### config.mk
export PLATFORM = sky130hd
export DESIGN_NAME = dac_ctrl_regs
export DESIGN_NICKNAME = d
export VERILOG_FILES = /design/src/rtl/dac_ctrl_pkg.sv /design/src/rtl/dac_ctrl_decode.sv /design/src/rtl/dac_ctrl_reset_gate.sv /design/src/rtl/dac_ctrl_sync_pulse.sv /design/src/rtl/dac_ctrl_regs.sv
export SDC_FILE = /design/constraint.sdc
export NUM_CORES = 1
export LEC_CHECK = 0
export CAP_MARGIN = 15
export CORE_MARGIN = 2
export CORE_UTILIZATION = 28
export DETAILED_ROUTE_END_ITERATION = 8
export PLACE_DENSITY = 0.78
export SYNTH_ARGS = -nofsm -noshare
export SYNTH_HDL_FRONTEND = slang
export SYNTH_HIERARCHICAL = 1
export SYNTH_SLANG_ARGS = --single-unit
export TNS_END_PERCENT = 50
### constraint.sdc
create_clock -name clk -period 2.4 [get_ports clk]
set_input_delay 0.48 -clock clk [delete_from_list [all_inputs] [get_ports clk]]
set_output_delay 0.48 -clock clk [all_outputs]
set_load 0.02 [all_outputs]
### src/rtl/dac_ctrl_pkg.sv
// Package: dac_ctrl_pkg
// Shared word addresses, bit positions and the decode select type for the
// DAC core control register block. Addresses are word indices (byte >> 2).
package dac_ctrl_pkg;

    localparam int WA_CONFIG = 'h003;   // byte 0x0C
    localparam int WA_RESET  = 'h010;   // byte 0x40
    localparam int WA_CTRL1  = 'h011;   // byte 0x44
    localparam int WA_CTRL2  = 'h012;   // byte 0x48
    localparam int WA_STATUS = 'h01D;   // byte 0x74
    localparam int WA_LAST   = 'h200;   // byte 0x800, top of the window

    localparam int RB_CORE_N   = 0;     // reset register: core reset, active low
    localparam int RB_CLKU_N   = 1;     // reset register: clock-unit reset, active low
    localparam int RB_CE_N     = 2;     // reset register: clock enable, active low
    localparam int RST_BITS    = 3;
    localparam int SYNC_BIT    = 0;
    localparam int MODE_BIT    = 4;
    localparam int NOTONE_BIT  = 6;
    localparam int LOCK_BIT    = 17;

    typedef struct packed {
        logic config_w;
        logic reset_w;
        logic ctrl1_w;
        logic ctrl2_w;
        logic status_w;
    } reg_sel_t;

endpackage

### src/rtl/dac_ctrl_decode.sv
// Module: dac_ctrl_decode
// Turns a word address into one select line per mapped register.
// Assumes: addresses are word indices; anything not listed in the package
// is unmapped and yields no select.
module dac_ctrl_decode
    import dac_ctrl_pkg::*;
#(
    parameter int ADDR_W = 10
) (
    input  logic              clk,
    input  logic              rst_n,
    input  logic [ADDR_W-1:0] addr_i,
    output reg_sel_t          sel_o,
    output logic              hit_o
);

    localparam logic [ADDR_W-1:0] A_CFG  = ADDR_W'(WA_CONFIG);
    localparam logic [ADDR_W-1:0] A_RST  = ADDR_W'(WA_RESET);
    localparam logic [ADDR_W-1:0] A_CT1  = ADDR_W'(WA_CTRL1);
    localparam logic [ADDR_W-1:0] A_CT2  = ADDR_W'(WA_CTRL2);
    localparam logic [ADDR_W-1:0] A_STAT = ADDR_W'(WA_STATUS);

    // Compare the address against each mapped register.
    always_comb begin
        sel_o.config_w = (addr_i == A_CFG);
        sel_o.reset_w  = (addr_i == A_RST);
        sel_o.ctrl1_w  = (addr_i == A_CT1);
        sel_o.ctrl2_w  = (addr_i == A_CT2);
        sel_o.status_w = (addr_i == A_STAT);
        hit_o          = |sel_o;
    end

    AST_SEL_ONEHOT: assert property (@(posedge clk) disable iff (!rst_n)
        $onehot0(sel_o));

endmodule

### src/rtl/dac_ctrl_reset_gate.sv
// Module: dac_ctrl_reset_gate
// Synchronises the clock-unit lock flag and derives the reset outputs from
// the software reset bits. The core reset is released only while the clock
// unit is out of reset, software asks for release and lock is seen.
// Assumes: lock_i is asynchronous to clk; reset bits come from registers.
module dac_ctrl_reset_gate
    import dac_ctrl_pkg::*;
#(
    parameter int SYNC_STAGES = 2
) (
    input  logic                clk,
    input  logic                rst_n,
    input  logic                lock_i,
    input  logic [RST_BITS-1:0] rst_bits_i,
    output logic                lock_sync_o,
    output logic                clk_unit_rst_n_o,
    output logic                core_rst_n_o,
    output logic                ce_n_o
);

    logic [SYNC_STAGES-1:0] chain_q;

    generate
        for (genvar s = 0; s < SYNC_STAGES; s++) begin : g_sync
            if (s == 0) begin : g_first
                // Capture the raw lock flag.
                always_ff @(posedge clk) begin
                    if (!rst_n) chain_q[0] <= 1'b0;
                    else        chain_q[0] <= lock_i;
                end
            end else begin : g_next
                // Pass the lock flag one stage further.
                always_ff @(posedge clk) begin
                    if (!rst_n) chain_q[s] <= 1'b0;
                    else        chain_q[s] <= chain_q[s-1];
                end
            end
        end
    endgenerate

    // Drive the reset outputs from the register bits and the synced lock.
    always_comb begin
        lock_sync_o      = chain_q[SYNC_STAGES-1];
        clk_unit_rst_n_o = rst_bits_i[RB_CLKU_N];
        ce_n_o           = rst_bits_i[RB_CE_N];
        core_rst_n_o     = rst_bits_i[RB_CORE_N] & rst_bits_i[RB_CLKU_N]
                         & chain_q[SYNC_STAGES-1];
    end

    AST_CORE_AFTER_CLKU: assert property (@(posedge clk) disable iff (!rst_n)
        core_rst_n_o |-> clk_unit_rst_n_o);
    AST_CORE_DROPS_UNLOCK: assert property (@(posedge clk) disable iff (!rst_n)
        $fell(lock_sync_o) |-> !core_rst_n_o);

endmodule

### src/rtl/dac_ctrl_sync_pulse.sv
// Module: dac_ctrl_sync_pulse
// Holds the self-clearing sync request and broadcasts it as a strobe to all
// channels for the single cycle after the request is written.
// Assumes: fire_i is a qualified write of a 1 to the sync bit.
module dac_ctrl_sync_pulse #(
    parameter int N_CHAN = 4
) (
    input  logic              clk,
    input  logic              rst_n,
    input  logic              fire_i,
    output logic              req_o,
    output logic [N_CHAN-1:0] pulse_o
);

    logic req_q;

    // Set on a qualified write, clear on every other cycle.
    always_ff @(posedge clk) begin
        if (!rst_n) req_q <= 1'b0;
        else        req_q <= fire_i;
    end

    assign req_o = req_q;

    generate
        for (genvar c = 0; c < N_CHAN; c++) begin : g_chan
            // Fan the request out to channel c.
            assign pulse_o[c] = req_q;
        end
    endgenerate

    AST_PULSE_FROM_WRITE: assert property (@(posedge clk) disable iff (!rst_n)
        pulse_o[0] |-> $past(fire_i));

endmodule

### src/rtl/dac_ctrl_regs.sv
// Module: dac_ctrl_regs (top)
// Register file for the DAC core control block: reset register, sync
// control, channel-mode control, read-only configuration and status.
// Assumes: one access per cycle; write and read strobes are not both used
// on the same cycle by the bus master (a write then wins nothing: both act).
module dac_ctrl_regs
    import dac_ctrl_pkg::*;
#(
    parameter int N_CHAN           = 4,
    parameter int ADDR_W           = 10,
    parameter int SYNC_STAGES      = 2,
    parameter bit TONE_GEN_PRESENT = 1'b1
) (
    input  logic              clk,
    input  logic              rst_n,
    input  logic              bus_wr_en_i,
    input  logic              bus_rd_en_i,
    input  logic [ADDR_W-1:0] bus_addr_i,
    input  logic [31:0]       bus_wdata_i,
    output logic [31:0]       bus_rdata_o,
    input  logic              clk_lock_i,
    output logic              clk_unit_rst_n_o,
    output logic              core_rst_n_o,
    output logic              core_clk_en_n_o,
    output logic [N_CHAN-1:0] chan_sync_o,
    output logic              indep_mode_o
);

    localparam logic [31:0] CONFIG_WORD = 32'(!TONE_GEN_PRESENT) << NOTONE_BIT;

    reg_sel_t            sel;
    logic                hit;
    logic [RST_BITS-1:0] rst_bits_q;
    logic                mode_q;
    logic                sync_req;
    logic                lock_sync;
    logic                sync_fire;
    logic [31:0]         rd_word;
    logic [31:0]         rdata_q;
    logic                unused_wdata;

    assign unused_wdata = ^{bus_wdata_i[31:5], bus_wdata_i[3]};

    dac_ctrl_decode #(.ADDR_W(ADDR_W)) u_decode (
        .clk    (clk),
        .rst_n  (rst_n),
        .addr_i (bus_addr_i),
        .sel_o  (sel),
        .hit_o  (hit)
    );

    // Hold the software reset bits and the channel-mode bit.
    always_ff @(posedge clk) begin
        if (!rst_n) begin
            rst_bits_q <= '0;
            mode_q     <= 1'b0;
        end else if (bus_wr_en_i) begin
            if (sel.reset_w) rst_bits_q <= bus_wdata_i[RST_BITS-1:0];
            if (sel.ctrl2_w) mode_q     <= bus_wdata_i[MODE_BIT];
        end
    end

    assign sync_fire = bus_wr_en_i & sel.ctrl1_w & bus_wdata_i[SYNC_BIT];

    dac_ctrl_sync_pulse #(.N_CHAN(N_CHAN)) u_sync (
        .clk     (clk),
        .rst_n   (rst_n),
        .fire_i  (sync_fire),
        .req_o   (sync_req),
        .pulse_o (chan_sync_o)
    );

    dac_ctrl_reset_gate #(.SYNC_STAGES(SYNC_STAGES)) u_gate (
        .clk              (clk),
        .rst_n            (rst_n),
        .lock_i           (clk_lock_i),
        .rst_bits_i       (rst_bits_q),
        .lock_sync_o      (lock_sync),
        .clk_unit_rst_n_o (clk_unit_rst_n_o),
        .core_rst_n_o     (core_rst_n_o),
        .ce_n_o           (core_clk_en_n_o)
    );

    // Select the word addressed by the current read.
    always_comb begin
        rd_word = '0;
        if (sel.config_w) rd_word = CONFIG_WORD;
        if (sel.reset_w)  rd_word[RST_BITS-1:0] = rst_bits_q;
        if (sel.ctrl1_w)  rd_word[SYNC_BIT] = sync_req;
        if (sel.ctrl2_w)  rd_word[MODE_BIT] = mode_q;
        if (sel.status_w) rd_word[LOCK_BIT] = lock_sync;
    end

    // Register the read data; hold it between reads.
    always_ff @(posedge clk) begin
        if (!rst_n)           rdata_q <= '0;
        else if (bus_rd_en_i) rdata_q <= rd_word;
    end

    assign bus_rdata_o  = rdata_q;
    assign indep_mode_o = mode_q;

    AST_UNMAPPED_NO_WRITE: assert property (@(posedge clk) disable iff (!rst_n)
        (bus_wr_en_i && !hit) |=> ($stable(rst_bits_q) && $stable(mode_q)));
    AST_RDATA_HOLD: assert property (@(posedge clk) disable iff (!rst_n)
        !bus_rd_en_i |=> $stable(bus_rdata_o));
    AST_STATUS_ONLY_LOCK: assert property (@(posedge clk) disable iff (!rst_n)
        (bus_rd_en_i && sel.status_w) |=> ((bus_rdata_o & ~(32'd1 << LOCK_BIT)) == 32'd0));
    AST_CONFIG_CONST: assert property (@(posedge clk) disable iff (!rst_n)
        (bus_rd_en_i && sel.config_w) |=> (bus_rdata_o == CONFIG_WORD));

endmodule

---- Yosys cells after proc, flatten, opt, wreduce, memory -nomap -nowiden ----
Index checks and enable logic that the tools add are counted.
storage, ports and cells
  word-level logic and storage cells ...... 20
  memories ................................ 0
  input bits .............................. 47
  RAM bits ................................ 0
  memory bits (read-only) ................. 0
  bits in latches ......................... 0
  register bits ........................... 12
cells by class
  div/mod/pow operators ................... 0
  add/sub/neg operators ................... 0
  shifts and indexed selects .............. 0
  $lt $le $gt $ge ......................... 0
  muxes and demuxes ....................... 4
  multipliers ............................. 0
  reduce and logical (&&, ||, !) cells .... 2
  eq/ne operators ......................... 4
  bitwise operators ....................... 4
operators by type and width
  cell                 count
  $eq 10x5->1 const B  4
  $and 1x1->1          4
  $reduce_and 2->1     2
  $mux 1               3
  $mux 3               1

---- Longest topological paths before layout ----
  depth after elaboration ................. 3
  depth in mapped cells ................... 5

---- Hierarchy ----
Netlist, hierarchy kept.
modules (own cells, without submodules)
  module               area each (sq um)  cells an instance  sequential area each (sq um)  times used
  dac_ctrl_regs        580.6              67                 180.2                         1
  dac_ctrl_decode      110.1              16                 0.0                           1
  dac_ctrl_reset_gate  73.8               7                  40.0                          1
  dac_ctrl_sync_pulse  56.3               6                  20.0                          1

---- Least setup slack after synthesis ----
No wires, ideal clock.
  kind .................................... in2reg
  start point ............................. input port bus_addr_i[7]
  end point ............................... register rst_bits_q[0]
  setup slack ............................. 236 ps
  data arrival time ....................... 2,049 ps
  library setup time ...................... 115 ps
  stages .................................. 5
  cells stage by stage .................... or4_4 > or2_4 > nor3_1 > a21boi_0 > o21a_1
RTL lines
  what                    line                 source
  start: declaration      dac_ctrl_regs.sv:18  input logic [ADDR_W-1:0] bus_addr_i,
  end signal: assignment  dac_ctrl_regs.sv:58  if (sel.reset_w) rst_bits_q <= bus_wdata_i[RST_BITS-1:0];
  end: declaration        dac_ctrl_regs.sv:33  logic [RST_BITS-1:0] rst_bits_q;

==> impl_metrics.env <==
export IMPL_multiInputGateArea_um2=383
export IMPL_slowest_stage="or4_4"
export IMPL_initial_core_util_pct=28.9
export IMPL_drive_gt1_share_pct=5.88
export IMPL_clock_root_buffer="clkbuf_4"
export IMPL_clk_pin_slew_ns=0.08
export IMPL_layout_min_cycle_time_ns=2.10
export IMPL_crit_path_start_kind="primary input"
export IMPL_ant_nets=0
export IMPL_crit_family="simple AND/OR/NAND/NOR gates"
export IMPL_syn_avg_cell_area_um2=8.59
export IMPL_grt_max_degree=13
export IMPL_post_drt_wl_per_cell_um=9.71
export IMPL_core_area_mm2=0.00271
export IMPL_instances_no_fill=150
export IMPL_io_buffers=31
export IMPL_synth_cells=91
export IMPL_rsz0062_at_grt="no"
export IMPL_crit_type="primary input to register"
export IMPL_fmax_ghz=0.477
export IMPL_diodes=0
export IMPL_cts_tree="built"
export IMPL_fin_skew_ns=0.00348
export IMPL_drc=0
export IMPL_mostFrequentLayoutCell="clkdlybuf4s50_1"
export IMPL_fillerInstances=296
export IMPL_pin_count=87
export IMPL_fin_nets=167
export IMPL_maxSlewViolCount=0
export IMPL_grt_pass1_vias=570
export IMPL_hold_violations=0
export IMPL_cts_setup_buffers=0
export IMPL_area_growth_pct=30.4
export IMPL_cap_violations=0
export IMPL_cp_max_fo=9
export IMPL_cp_arrival_ns=2.26
export IMPL_irDropWorstVdd_v=0.000338
export IMPL_die_area_mm2=0.00323
export IMPL_fp_row_count=19
export IMPL_hpwl_mm=1.25
export IMPL_htree_levels=1
export IMPL_cp_required_ns=2.57
export IMPL_timing_setup_tns_ns=0
export IMPL_cts_buffer_depth=2
export IMPL_netlist_area_um2=782
export IMPL_clk_latency_ns=0.27
export IMPL_dp_cells=146
export IMPL_gp_congestion=0.764
export IMPL_wl_mm=1.46
export IMPL_fin_ws_ns=0.305
export IMPL_setup_viol=0
export IMPL_grt_pass1_wl_mm=2.31
export IMPL_ys_warn_count=6
export IMPL_die_w_um=56.8
export IMPL_status="finished clean"
export IMPL_cts_inserted_buffers=3
export IMPL_hold_buffers=0
export IMPL_post_cts_resized=0
export IMPL_via_per_inst=4.11
export IMPL_min_path_type="register to register"
export IMPL_antenna_found_initial=0
export IMPL_power_density_mw_per_mm2=435
export IMPL_pre_cts_ws_ns=0.0166
export IMPL_max_stage_delay_ns=0.53
export IMPL_first_pass_iters=4
export IMPL_path_cells="clkdlybuf4s50_1, or4_4, or2_4, nor3_1, buf_4, a21boi_0, o21a_1"
export IMPL_endpoint_kind="register"
export IMPL_drt_iter0_drc=6
export IMPL_period_share_pct=87.3
export IMPL_cts_sinks=12
export IMPL_grt_use_total_pct=9.21
export IMPL_regArea_um2=240
export IMPL_p_leak_nw=0.436
export IMPL_final_cell_mix="31 x clkdlybuf4s50_1, 27 x conb_1, 12 x dfxtp_1"
export IMPL_cp_num_buf_inv=2
export IMPL_die_h_um=56.8
export IMPL_grt_overflow=0
export IMPL_via_count=617
==> metrics by stage <==
step,utilization (%),hold slack (ns),power [mW],area [µm²]
final,37.6,0.437,0.443,1020
after floorplan,-,0.412,0.287,880
after global placement,36.3,0.420,0.289,983
after global routing,37.6,0.464,0.471,1020
after detailed placement,36.3,0.421,0.290,983
after CTS,37.6,0.439,0.450,1020
==> worst register-to-register path: cells and delay by family (launching register included) <==
kind	cells	cell delay (ns)
AOI/OAI and AO/OA	2	0.34
DFF	1	0.35
==> where the power goes <==
| part | total [mW] | leakage (nW) | internal, mW | switching (mW) |
|---|---|---|---|---|
| Clock | 0.157 | 0.0210 | 0.0921 | 0.0651 |
| Combinational | 0.0841 | 0.317 | 0.0323 | 0.0518 |
| Sequential | 0.202 | 0.0972 | 0.201 | 0.000709 |
| Total | 0.443 | 0.436 | 0.326 | 0.118 |
==> worst paths after layout <==
path | from | endpoint | slack (ns) | depth (start not counted)
worst max-delay path | bus_addr_i[7] | rst_bits_q[2]$_SDFFE_PN0P_ | 0.30 | 7
worst min-delay path | u_gate/chain_q[0]$_SDFF_PN0_ | u_gate/lock_sync_o$_SDFF_PN0_ | 0.44 | 1
worst max register to register | rst_bits_q[2]$_SDFFE_PN0P_ | rst_bits_q[2]$_SDFFE_PN0P_ | 1.66 | 2
worst min register to register | u_gate/chain_q[0]$_SDFF_PN0_ | u_gate/lock_sync_o$_SDFF_PN0_ | 0.44 | 1
==> state kept, by name, summed over array words and instances (netlist names) <==
name,cells
bus_rdata_o,5
indep_mode_o,1
rst_bits_q,3
u_gate/chain_q,1
u_gate/lock_sync_o,1
u_sync/req_o,1
==> area by class of cell <==
type	instances	area share (%)
clock buffer	4	3.56
inverter	1	0.368
sequential	12	23.6
tap	31	3.80
timing repair buffer	32	31.2
multi-input combinational	70	37.5
==> layer usage <==
layer  part of all wire, %  GRT usage, %
met3                    10          4.15
met1                    35          8.12
met2                    54          18.4
met5                     0             0
met4                     0          2.33
Note: power is estimated with default switching activity, not from simulation.
